--- config.mk ---
export PLATFORM = sky130hd
export DESIGN_NAME = seg_xlate
export DESIGN_NICKNAME = d
export VERILOG_FILES = /design/src/rtl/seg_xlate.sv
export SDC_FILE = /design/constraint.sdc
export NUM_CORES = 1
export LEC_CHECK = 0
export BUFFER_PORTS_ARGS = -buffer_cell sky130_fd_sc_hd__buf_2
export CAP_MARGIN = 20
export CORE_MARGIN = 4
export CORE_UTILIZATION = 53
export DETAILED_ROUTE_END_ITERATION = 8
export PLACE_DENSITY = 0.8
export SLEW_MARGIN = 20
export SYNTH_ARGS = -nofsm -noshare
export SYNTH_HDL_FRONTEND = slang
export SYNTH_SLANG_ARGS = --single-unit
--- constraint.sdc ---
create_clock -name clk -period 2.7 [get_ports clk]
set_input_delay 0.135 -clock clk [delete_from_list [all_inputs] [get_ports clk]]
set_output_delay 0.135 -clock clk [all_outputs]
set_load 0.02 [all_outputs]
--- src/rtl/seg_xlate.sv ---
module seg_xlate #(
  parameter int SEG_BITS = 2,
  parameter int OFF_BITS = 12,
  parameter int PA_BITS  = 16,
  localparam int NSEG    = 1 << SEG_BITS,
  localparam int LA_BITS = SEG_BITS + OFF_BITS
) (
  input  logic                clk,
  input  logic                rst_n,
  input  logic                cfg_we,
  input  logic [SEG_BITS-1:0] cfg_idx,
  input  logic [PA_BITS-1:0]  cfg_base,
  input  logic [OFF_BITS-1:0] cfg_bound,
  input  logic [1:0]          cfg_perm,
  input  logic                req_valid,
  input  logic [LA_BITS-1:0]  req_addr,
  input  logic                req_write,
  output logic                valid_out,
  output logic [PA_BITS-1:0]  phys_addr,
  output logic                fault,
  output logic                fault_type
);

  logic [PA_BITS-1:0]  base_q  [NSEG];
  logic [OFF_BITS-1:0] bound_q [NSEG];
  logic [1:0]          perm_q  [NSEG];

  for (genvar s = 0; s < NSEG; s++) begin : g_seg
    always_ff @(posedge clk) begin
      if (!rst_n) begin
        base_q[s]  <= '0;
        bound_q[s] <= '0;
        perm_q[s]  <= '0;
      end else if (cfg_we && cfg_idx == SEG_BITS'(s)) begin
        base_q[s]  <= cfg_base;
        bound_q[s] <= cfg_bound;
        perm_q[s]  <= cfg_perm;
      end
    end
  end

  logic [SEG_BITS-1:0] seg;
  logic [OFF_BITS-1:0] off;
  logic [PA_BITS-1:0]  sel_base, sum;
  logic [OFF_BITS-1:0] sel_bound;
  logic [1:0]          sel_perm;
  logic                over, deny;

  assign seg       = req_addr[LA_BITS-1 -: SEG_BITS];
  assign off       = req_addr[OFF_BITS-1:0];
  assign sel_base  = base_q[seg];
  assign sel_bound = bound_q[seg];
  assign sel_perm  = perm_q[seg];
  assign sum       = sel_base + PA_BITS'(off);
  assign over      = off > sel_bound;
  assign deny      = req_write ? !sel_perm[0] : !sel_perm[1];

  always_ff @(posedge clk) begin
    if (!rst_n) begin
      valid_out  <= 1'b0;
      phys_addr  <= '0;
      fault      <= 1'b0;
      fault_type <= 1'b0;
    end else begin
      valid_out  <= req_valid;
      fault      <= req_valid && (over || deny);
      fault_type <= req_valid && !over && deny;
      phys_addr  <= (req_valid && !over && !deny) ? sum : '0;
    end
  end

  AST_RESP_LATENCY: assert property (@(posedge clk) disable iff (!rst_n)
    req_valid |=> valid_out);
  AST_IDLE_QUIET: assert property (@(posedge clk) disable iff (!rst_n)
    !valid_out |-> (!fault && !fault_type && phys_addr == '0));
  AST_FAULT_ADDR_ZERO: assert property (@(posedge clk) disable iff (!rst_n)
    fault |-> phys_addr == '0);
  AST_BOUNDS_FIRST: assert property (@(posedge clk) disable iff (!rst_n)
    (valid_out && fault && fault_type) |-> $past(off) <= $past(sel_bound));
  AST_PERM_HONOURED: assert property (@(posedge clk) disable iff (!rst_n)
    (valid_out && !fault) |-> ($past(req_write) ? $past(sel_perm[0]) : $past(sel_perm[1])));
  AST_OK_TYPE_CLEAR: assert property (@(posedge clk) disable iff (!rst_n)
    !fault |-> !fault_type);

endmodule

# Word-level counts from Yosys, hierarchy flattened
# Memory sizes are Yosys's and may differ from the RTL's.
# Cells that the tools add are included.
# totals
memories,3
in_bits,51
elab_cells,65
out_inout_bits,19
mem_bits_rw,120
ff_bits,19
# memory_table
memory,depth,width,rd,rd_ports_with_merged_regs,wr,line,source
base_q,4,16,1,0,4,24,logic [PA_BITS-1:0] base_q [NSEG];
bound_q,4,12,1,0,4,25,logic [OFF_BITS-1:0] bound_q [NSEG];
perm_q,4,2,1,0,4,26,logic [1:0] perm_q [NSEG];
# classes
n_mux,26
n_bitwise,12
eq_ne,3
n_reduce_logical,15
add_sub_neg,1
magnitude_cmp,1
# op_table
op,n
$mux 16,4
$mux 12,4
$add 16x12->16,1
$mux 1,14
$gt 12x12->1,1
$or 1x1->1,12
$logic_and 1x1->1,8
$mux 2,4
$eq 2x2->1 const B,2
$logic_not 1->1,4
$eq 2x1->1 const B,1
$logic_not 2->1,1
$reduce_and 2->1,1
$logic_or 1x1->1,1

# Longest topological paths before layout
# Gate-level depths: netlist (run 1).
# depth
ltp_word,6
ltp_mapped,12
mapped_depth_nobuf,9

# Worst setup path after synthesis (run 1)
# OpenSTA, ideal clock, no wires.
# synth_path
path_type,input-to-reg
startpoint,input port cfg_idx[0]
endpoint,memory base_q[2][0] (enable)
arrival_ps,2461
stages,2
slack_ps,-220
path_buffers,0
path_cell_list,nand2b_1 -> o21ai_0
# synth_rtl
element,line,source
from (decl),11,"input logic [SEG_BITS-1:0] cfg_idx,"
to (decl),24,

# Worst setup path in the final report (run 1)
# layout_path
startpoint,memory base_q[3][4]
endpoint,register phys_addr[13]
# layout_between
elab_chain_cells,2
# layout_lines
element,line,source
$mem_v2 4x16,-,
$add 16x12->16,54,assign sum = sel_base + PA_BITS'(off);
to (signal assigned),68,phys_addr <= (req_valid && !over && !deny) ? sum : '0;
to (decl),19,"output logic [PA_BITS-1:0] phys_addr,"
# Every way passes these cells.
# A chain may end at the register's enable or synchronous reset.

==> flow_summary.toml, run 1 <==
[worst_setup_path]
setup.worst_path.class = "reg -> reg"
crit_arrival_ps = 2950
required_ps = 3010
slowest_delay_ps = 540
cp_slowest_cell = "o21ai_0"
cpLargestDelayFamily = "compound AO/OA/AOI/OAI gates"
critPathMostFrequentCell = "o211ai_1"
worst-path-buf-inv = 0
crit_path_start_kind = "flop"
crit_path_end_kind = "flop"
path_cells = "mux4_2, ha_1, o211ai_1, o21ai_0, o211ai_1, a21boi_0, xnor2_1, nor2_1"
worstPathMaxFanout = 4

[cts]
hold_buffers = 0
cts.htree.levels = 4
clk_pin_slew_ps = 60
cts_sinks = 139
cts-root-buf = "clkbuf_16"
cts_tree = "yes"
cts_made_buffers = 17
clk_latency_ps = 410
cts_buffer_depth = 2

[global_route]
grt_pass1_vias = 4359
antenna_found_initial = 0
grt_max_degree = 31
grt_use_total = 0.212
overflow = 0
grt_pass1_wl_um = 22800

[timing]
finalSetupViolations = 0
tightest_slew_ps = 657
rsz0062_at_grt = "true"
finalCritPeriodShare = 0.978
setup_ws_ps = 58.1
period_needed_ps = 2640
hold_slack_ps = 27.1
final_max_slew_viol_count = 0
finalHoldViolCount = 0
slew-limit-headroom = 0.557
fmax_mhz = 379
skew_ps = 10.2

[detailed_routing]
wire_per_inst_um = 19.5
drt-initial-drc-count = 420
drc_errors = 0
via_per_inst = 5.52
drtPass1Iterations = 6
ant_nets = 0
routed_wl_um = 14500
route.vias.total = 4098

[logic_synthesis]
syn_avg_cell_area_sq_um = 14.3
syn_area_sq_um = 6580
ys_seq_area_frac = 0.605
synth_cell_types = 41
ys_ff_latch = 139
syn-num-nets = 537
ys_warn_count = 0
synthCells = 461

[power]
max-vdd-ir-drop_mv = 0.481
power.density_nw_per_um2 = 689
leakagePower_nw = 3.14
p_int_mw = 4.18
sw_frac_of_total = 0.233
pwr-share-seq = 0.464
pwr-share-clk = 0.396
power_frac_comb = 0.140
p_sw_mw = 1.27

[min_path]
hold_class = "in -> reg"

[layout]
area_growth_pct = 20.3
layout-drive-gt1-share = 0.299
nets = 638
antenna_cells = 0
fillers = 843

[flow_run]
drv_cap = 0

[die]
die_y_um = 119
ios = 70
core-area_sq_um = 12100
die_width_um = 119
row_count = 40
start_util = 0.546
dieArea_sq_um = 14300

[placement]
numPortBuffers = 69
finalWeightedCongestion = 0.858
dp_slack_ps = -87.6
place_hpwl_um = 9260

[run_status]
status = "complete, no violations"
through the flow:
stage / instances / power (mW) / setup TNS (ps) / util / area (sq um)
2_1_floorplan: 461 / 3.04 / -13180 / - / 6590
3_3_place_gp: 708 / 3.26 / -10.1 / 0.606 / 7310
3_5_place_dp: 708 / 3.29 / -282 / 0.606 / 7310
4_1_cts: 740 / 5.45 / 0 / 0.652 / 7860
5_1_grt: 743 / 5.65 / -162 / 0.656 / 7920
6_report: 743 / 5.45 / 0 / 0.656 / 7920
worst register-to-register path: cells and delay by family (launching register included):
kind	cells	cell delay, ps
AND/OR/NAND/NOR	1	60
AO/OA/AOI/OAI	4	1110
flip-flops	1	370
adder cells (fa/ha/maj)	1	360
XOR/XNOR	1	140
multiplexers	1	490
final cells by class:
type	count	area, sq um	area share
clock inverters	10	100	0.0126
repair buffers	101	611	0.0771
well taps	168	210	0.0266
multi-input cells	288	2510	0.317
clock buffers	22	444	0.0561
flip-flops and latches	139	3980	0.503
inverters	15	56.3	0.00711
synthesized netlist by cell type:
cell type / number / area, sq um
o41ai_4: 1 / 27.5
nand3_1: 1 / 5.00
ha_1: 24 / 300
nand2_1: 11 / 41.3
a211oi_1: 6 / 45.0
nor3_1: 2 / 10.0
nor4_2: 1 / 12.5
nor2_1: 22 / 82.6
nand3_4: 1 / 17.5
and2_1: 122 / 763
and4_1: 1 / 8.76
a21oi_2: 1 / 8.76
o21a_1: 1 / 7.51
o21ai_0: 9 / 45.0
mux4_2: 30 / 676
a31oi_1: 1 / 6.26
buf_2: 3 / 15.0
buf_6: 2 / 22.5
or3_1: 2 / 12.5
o21bai_1: 1 / 7.51
o21ai_1: 1 / 5.00
o211a_1: 1 / 10.0
clkbuf_1: 13 / 48.8
mux2i_1: 1 / 10.0
nand2b_1: 1 / 6.26
a21o_1: 6 / 45.0
xnor2_1: 8 / 70.1
dfxtp_1: 19 / 380
nor2b_1: 3 / 18.8
a21oi_1: 12 / 60.1
and3_1: 1 / 6.26
fa_1: 1 / 20.0
o211ai_1: 4 / 30.0
nor3b_1: 2 / 15.0
a21boi_0: 2 / 15.0
mux2_2: 1 / 11.3
edfxtp_1: 120 / 3600
inv_1: 15 / 56.3
buf_1: 1 / 3.75
xor2_1: 3 / 26.3
nand4_1: 4 / 25.0
power groups by stage:
stage | logic, mW | clock network (mW) | registers, mW
floorplan | 0.459 | 0 | 2.58
detailed placement | 0.721 | 0 | 2.57
global placement | 0.700 | 0 | 2.56
CTS | 0.737 | 2.18 | 2.53
global route | 0.830 | 2.28 | 2.54
finish | 0.764 | 2.16 | 2.53
sequential cells by signal (all words and copies together) (netlist names):
name        flops
base_q         64
bound_q        48
fault           1
fault_type      1
perm_q          8
phys_addr      16
valid_out       1
worst paths after layout:
kind                                    start       endpoint  slack [ps]  cells past startpoint
worst max-delay path             base_q[3][4]  phys_addr[13]          60                      8
worst min-delay path             cfg_bound[4]  bound_q[2][4]          30                      2
worst max register to register   base_q[3][4]  phys_addr[13]          60                      8
worst min register to register  base_q[3][15]  phys_addr[15]         760                      3
metal layers:
metal / share of wire / routed length [um] / vias up / track usage
met5: 0 / 0 / - / 0
met4: 0.025 / 356 / 0 / 0.0981
met3: 0.082 / 1190 / 31 / 0.0575
met2: 0.51 / 7390 / 159 / 0.360
met1: 0.38 / 5540 / 2019 / 0.253
li1: - / - / 1889 / -
layout by cell type (no fill, tap or decap), types with 3 or more instances in the layout:
cell       count
nor2b_1        3
o21ai_2        7
ha_1          23
buf_4         30
a211oi_1       5
o211ai_1       4
and2_1       122
xnor2_1        8
a21o_1         6
clkinv_1       4
xor2_1         3
clkbuf_1       5
dfxtp_1       19
a21oi_1       11
buf_2         69
inv_1         15
nand2_1       11
clkbuf_16     17
nand4_1        4
edfxtp_1     120
o21ai_0        3
nor2_1        22
mux4_2        30
cells by family after synthesis:
family | share of synthesized area
xor gates and xnor gates | 0.0146
DFF | 0.605
and+or+nand+nor | 0.156
adders and majority gates | 0.0487
buffers and inverters | 0.0222
AOI/OAI and AO/OA | 0.0475
muxes | 0.106
timing repair:
action	CTS	global route
pin swaps	0	15
setup buffers	0	3
endpoints found under the setup margin	1	5
gates resized for setup	2	9
Note: power is estimated with default switching activity, not from simulation.
==> run 2, diff against run 1 <==
CORE_ASPECT_RATIO = 1.4   (was not set)
REMOVE_ABC_BUFFERS = 1   (was not set)
TNS_END_PERCENT = 20   (was not set)
==> run 2 against run 1 <==
Against the previous run: non-clock buffer count rose by 13; via count rose by 4.1%; total power increased by 11%; final area rose by 3.3%; wire length rose by 4.4%; highest routed layer unchanged.
==> flow_summary.toml, run 2 (synthesis gave the netlist of run 1 again) <==
[run_status]
status = "complete, no violations"

[global_route]
grt_use_total = 0.225
antenna_found_initial = 0
grt_max_degree = 31
grt_pass1_vias = 4627
grt_pass1_wl_um = 23900
overflow = 0

[layout]
top_regs = "base_q: 64 flops, bound_q: 48 flops, phys_addr: 16 flops"
regMostFlops = "base_q"
fin_cells = 735
final_common_cell = "and2_1"
layout.cells.most_common_list = "and2_1 (122), edfxtp_1 (120), buf_2 (69)"
nets = 651
area_growth_pct = 24.2
largest_register_ffs = 64
layout-drive-gt1-share = 0.340
antenna_cells = 0

[power]
pwr-share-seq = 0.418
p_total_mw = 6.05
max-vdd-ir-drop_mv = 0.486
power_frac_comb = 0.137
power.density_nw_per_um2 = 740
p_sw_mw = 1.35
pwr-share-clk = 0.445
sw_frac_of_total = 0.223
leakagePower_nw = 3.27
p_int_mw = 4.70

[placement]
finalWeightedCongestion = 0.830
place_hpwl_um = 9680
numPortBuffers = 69
dp_cells = 702

[timing]
finalCritPeriodShare = 0.992
finalHoldViolCount = 0
finalSetupViolations = 0
skew_ps = 9.62
slew-limit-headroom = 0.669
final_max_slew_viol_count = 0
tightest_slew_ps = 496
rsz0062_at_grt = "true"
period_needed_ps = 2680
fmax_mhz = 373

[cts]
cts.htree.levels = 4
hold_buffers = 0
cts_made_buffers = 17
clk_pin_slew_ps = 60
cts-root-buf = "clkbuf_16"
cts_buffer_depth = 2
clk_latency_ps = 420
cts_sinks = 139
cts_tree = "yes"

[worst_setup_path]
crit_path_end_kind = "flop"
setup.worst_path.class = "reg -> reg"
required_ps = 3020
worstPathMaxFanout = 4
crit_path_start_kind = "flop"
crit_arrival_ps = 3000

[die]
start_util = 0.549
ios = 70
row_count = 47
die_width_um = 102
dieArea_sq_um = 14300
core-area_sq_um = 12000
die_y_um = 140

[detailed_routing]
drc_errors = 0
routed_wl_um = 15100
route.vias.total = 4266
drtPass1Iterations = 5
ant_nets = 0
wire_per_inst_um = 20.6
via_per_inst = 5.80
drt-initial-drc-count = 286

[flow_run]
drv_cap = 0

[min_path]
hold_class = "in -> reg"
[run 2: stage by stage]
stage,utilization,setup TNS (ps),setup WS [ps],hold WS [ps],area [sq um]
after global routing,0.681,-554,-77.4,26.5,8170
after floorplan,-,-20850,-220,333,6490
final,0.681,0,20.3,25.1,8170
after detailed placement,0.615,-1040,-131,448,7380
after CTS,0.673,0,8.26,16.8,8070
after global placement,0.615,-326,-78.0,439,7380
[run 2: power groups by stage]
stage	clock, mW	combinational (mW)	sequential [mW]
CTS	2.71	0.777	2.53
global placement	0	0.737	2.56
global route	2.79	0.901	2.54
finish	2.69	0.829	2.53
detailed placement	0	0.762	2.57
floorplan	0	0.433	2.58
[run 2: layer usage]
metal,GRT usage,share of wire,up-vias
met5,0,0,-
met1,0.253,0.36,2149
met2,0.403,0.56,158
met4,0.0988,0.029,0
li1,-,-,1927
met3,0.0441,0.058,32
[run 2: worst max-delay path, stage by stage (launching register included)]
cell and delay [ps]:
edfxtp_1 350, mux4_2 510, ha_4 190, fa_2 370
a211oi_2 310, o21bai_1 130, a21oi_2 240, o21ai_2 140
and4_1 240, nor4_2 120
[run 2: repair_timing]
item / CTS / global route
pin swaps: 0 / 12
setup endpoints to repair: 1 / 15
resized for setup: 1 / 26
buffers inserted: 0 / 1
[run 2: final cells by class]
cell class              count  area, sq um
flip-flops and latches    139         3980
multi-input cells         288         2560
clock inverters            12          248
clock buffers              20          437
fillers                   811         3820
repair buffers            114          703
inverters                  15         56.3
well taps                 147          184
[run 2: path summary, 6_finish.rpt]
kind | slack (ps) | from | to | cells after the start
max | 20 | base_q[3][0] | phys_addr[12] | 9
min | 30 | cfg_bound[8] | bound_q[1][8] | 2
max reg2reg | 20 | base_q[3][0] | phys_addr[12] | 9
min reg2reg | 720 | base_q[1][15] | phys_addr[15] | 3
==> run 3, diff against run 2 <==
CORE_UTILIZATION = 30   (was 53)
PLACE_DENSITY = 0.52   (was 0.8)
==> run 3 against run 2 <==
Against the previous run: first-iteration DRC count shrank 20%; worst hold slack gained 4.7 ps; die area grew 71%; critical path type unchanged; critical endpoint is now phys_addr[14]; largest cell class unchanged.
==> flow_summary.toml, run 3 (synthesis gave the netlist of run 1 again) <==
[die]
die_y_um = 183
row_count = 63
core-area_sq_um = 21400
start_util = 0.308
dieArea_sq_um = 24400
ios = 70
die_width_um = 133

[global_route]
grt_max_degree = 31
gr-max-usage-layer = "met2"
grt_use_met1 = 0.144
grt_pass1_wl_um = 24500
use_met3 = 0.0329
antenna_found_initial = 0
grt_pass1_vias = 4480
grt_use_total = 0.135
overflow = 0
use_met2 = 0.259

[cts]
cts_sinks = 139
hold_buffers = 0
cts_buffer_depth = 2
cts_tree = "yes"
clk_pin_slew_ps = 60
cts-root-buf = "clkbuf_16"
cts_made_buffers = 17
cts.htree.levels = 4
clk_latency_ps = 410

[timing]
finalHoldViolCount = 0
skew_ps = 8.72
slew-limit-headroom = 0.650
tightest_slew_ps = 525
finalSetupViolations = 0
final_max_slew_viol_count = 0
hold_slack_ps = 29.8
fmax_mhz = 389
period_needed_ps = 2570
finalCritPeriodShare = 0.952

[power]
p_total_mw = 5.51
max-vdd-ir-drop_mv = 0.424
leakagePower_nw = 3.19
power.density_nw_per_um2 = 678

[worst_setup_path]
setup.worst_path.class = "reg -> reg"
rrSetupSlack_ps = 130
crit_path_start_kind = "flop"
reg2reg_to = "phys_addr[14]"
ff2ff_path_depth = 10
crit_arrival_ps = 2870
required_ps = 3000
worstReg2RegStart = "base_q[3][0]"
worstPathMaxFanout = 3
crit_path_end_kind = "flop"

[min_path]
hold_class = "in -> reg"
holdCritStartpoint = "cfg_base[15]"
min_to = "base_q[0][15]"
min_path_cells = 2

[layout]
nets = 646
final_area_sq_um = 8130
layout-drive-gt1-share = 0.311
area_growth_pct = 23.5
final_common_cell = "and2_1"
fin_util = 0.380
layout.cells.most_common_list = "and2_1 (122), edfxtp_1 (120), buf_2 (69)"
regMostFlops = "base_q"
top_regs = "base_q: 64 flops, bound_q: 48 flops, phys_addr: 16 flops"
largest_register_ffs = 64
antenna_cells = 0

[detailed_routing]
drtPass1Iterations = 4
ant_nets = 0
routed_wl_um = 15500
wire_per_inst_um = 17.8
drt-initial-drc-count = 230
route.vias.total = 3961
via_per_inst = 4.53
drc_errors = 0

[placement]
finalWeightedCongestion = 0.779
numPortBuffers = 69
place_hpwl_um = 10500
dpl_cell_area_sq_um = 7550

[run_status]
status = "complete, no violations"

[flow_run]
drv_cap = 0
-- run 3: cell types whose count changed in the layout (fill, tap and decap cells not counted), sizes merged --
cell and delta:
buf -5, bufinv -5, clkbuf -2, clkinv +6, clkinvlp -1, inv +1
-- run 3: routing by layer --
metal	routed length, um	vias up
met1	5910	1970
met4	218	0
met2	8840	70
met3	573	12
li1	-	1909
met5	0	-
-- run 3: stage by stage --
stage / setup TNS (ps) / setup slack (ps) / cells
finish: 0 / 130 / 874
global placement: -7.71 / -7.71 / 842
detailed placement: -34.8 / -25.9 / 842
global route: -29.6 / -17.4 / 874
CTS: 0 / 48.3 / 873
floorplan: -20850 / -220 / 442
-- run 3: worst max-delay path by stage --
| stage | endpoint | startpoint | cells after the start | slack [ps] |
|---|---|---|---|---|
| floorplan | base_q[2][0] | cfg_idx[0] | 2 | -220 |
| global placement | phys_addr[14] | req_addr[12] | 11 | -8 |
| detailed placement | phys_addr[12] | req_addr[12] | 10 | -30 |
| CTS | phys_addr[12] | base_q[3][0] | 9 | 50 |
| global route | phys_addr[12] | base_q[2][0] | 9 | -20 |
| finish | phys_addr[14] | base_q[3][0] | 10 | 130 |
-- run 3: what timing repair did --
item,CTS,global route
pin swaps,0,3
cloned,0,0
resized for setup,1,4
setup endpoints to repair,1,4
buffers inserted,0,1
-- run 3: power breakdown --
group / internal [mW] / total (mW) / switching, mW
combinational: 0.370 / 0.785 / 0.415
sequential: 2.49 / 2.52 / 0.0328
clock: 1.34 / 2.20 / 0.858
total: 4.20 / 5.51 / 1.31
-- run 3: worst max-delay path, cell delays in order (launching register included) --
cell and delay (ps):
edfxtp_1 350, mux4_2 470, ha_1 230, fa_2 360
a211oi_2 260, o21bai_1 130, a21oi_2 210, buf_4 150
o211a_1 160, or3_1 100, a21oi_1 50
-- run 3: final cells by class --
type	count	area [sq um]
multi-input cells	288	2480
well taps	292	365
clock inverters	13	128
repair buffers	109	683
fillers	2079	13200
inverters	15	56.3
clock buffers	18	429
flip-flops and latches	139	3980
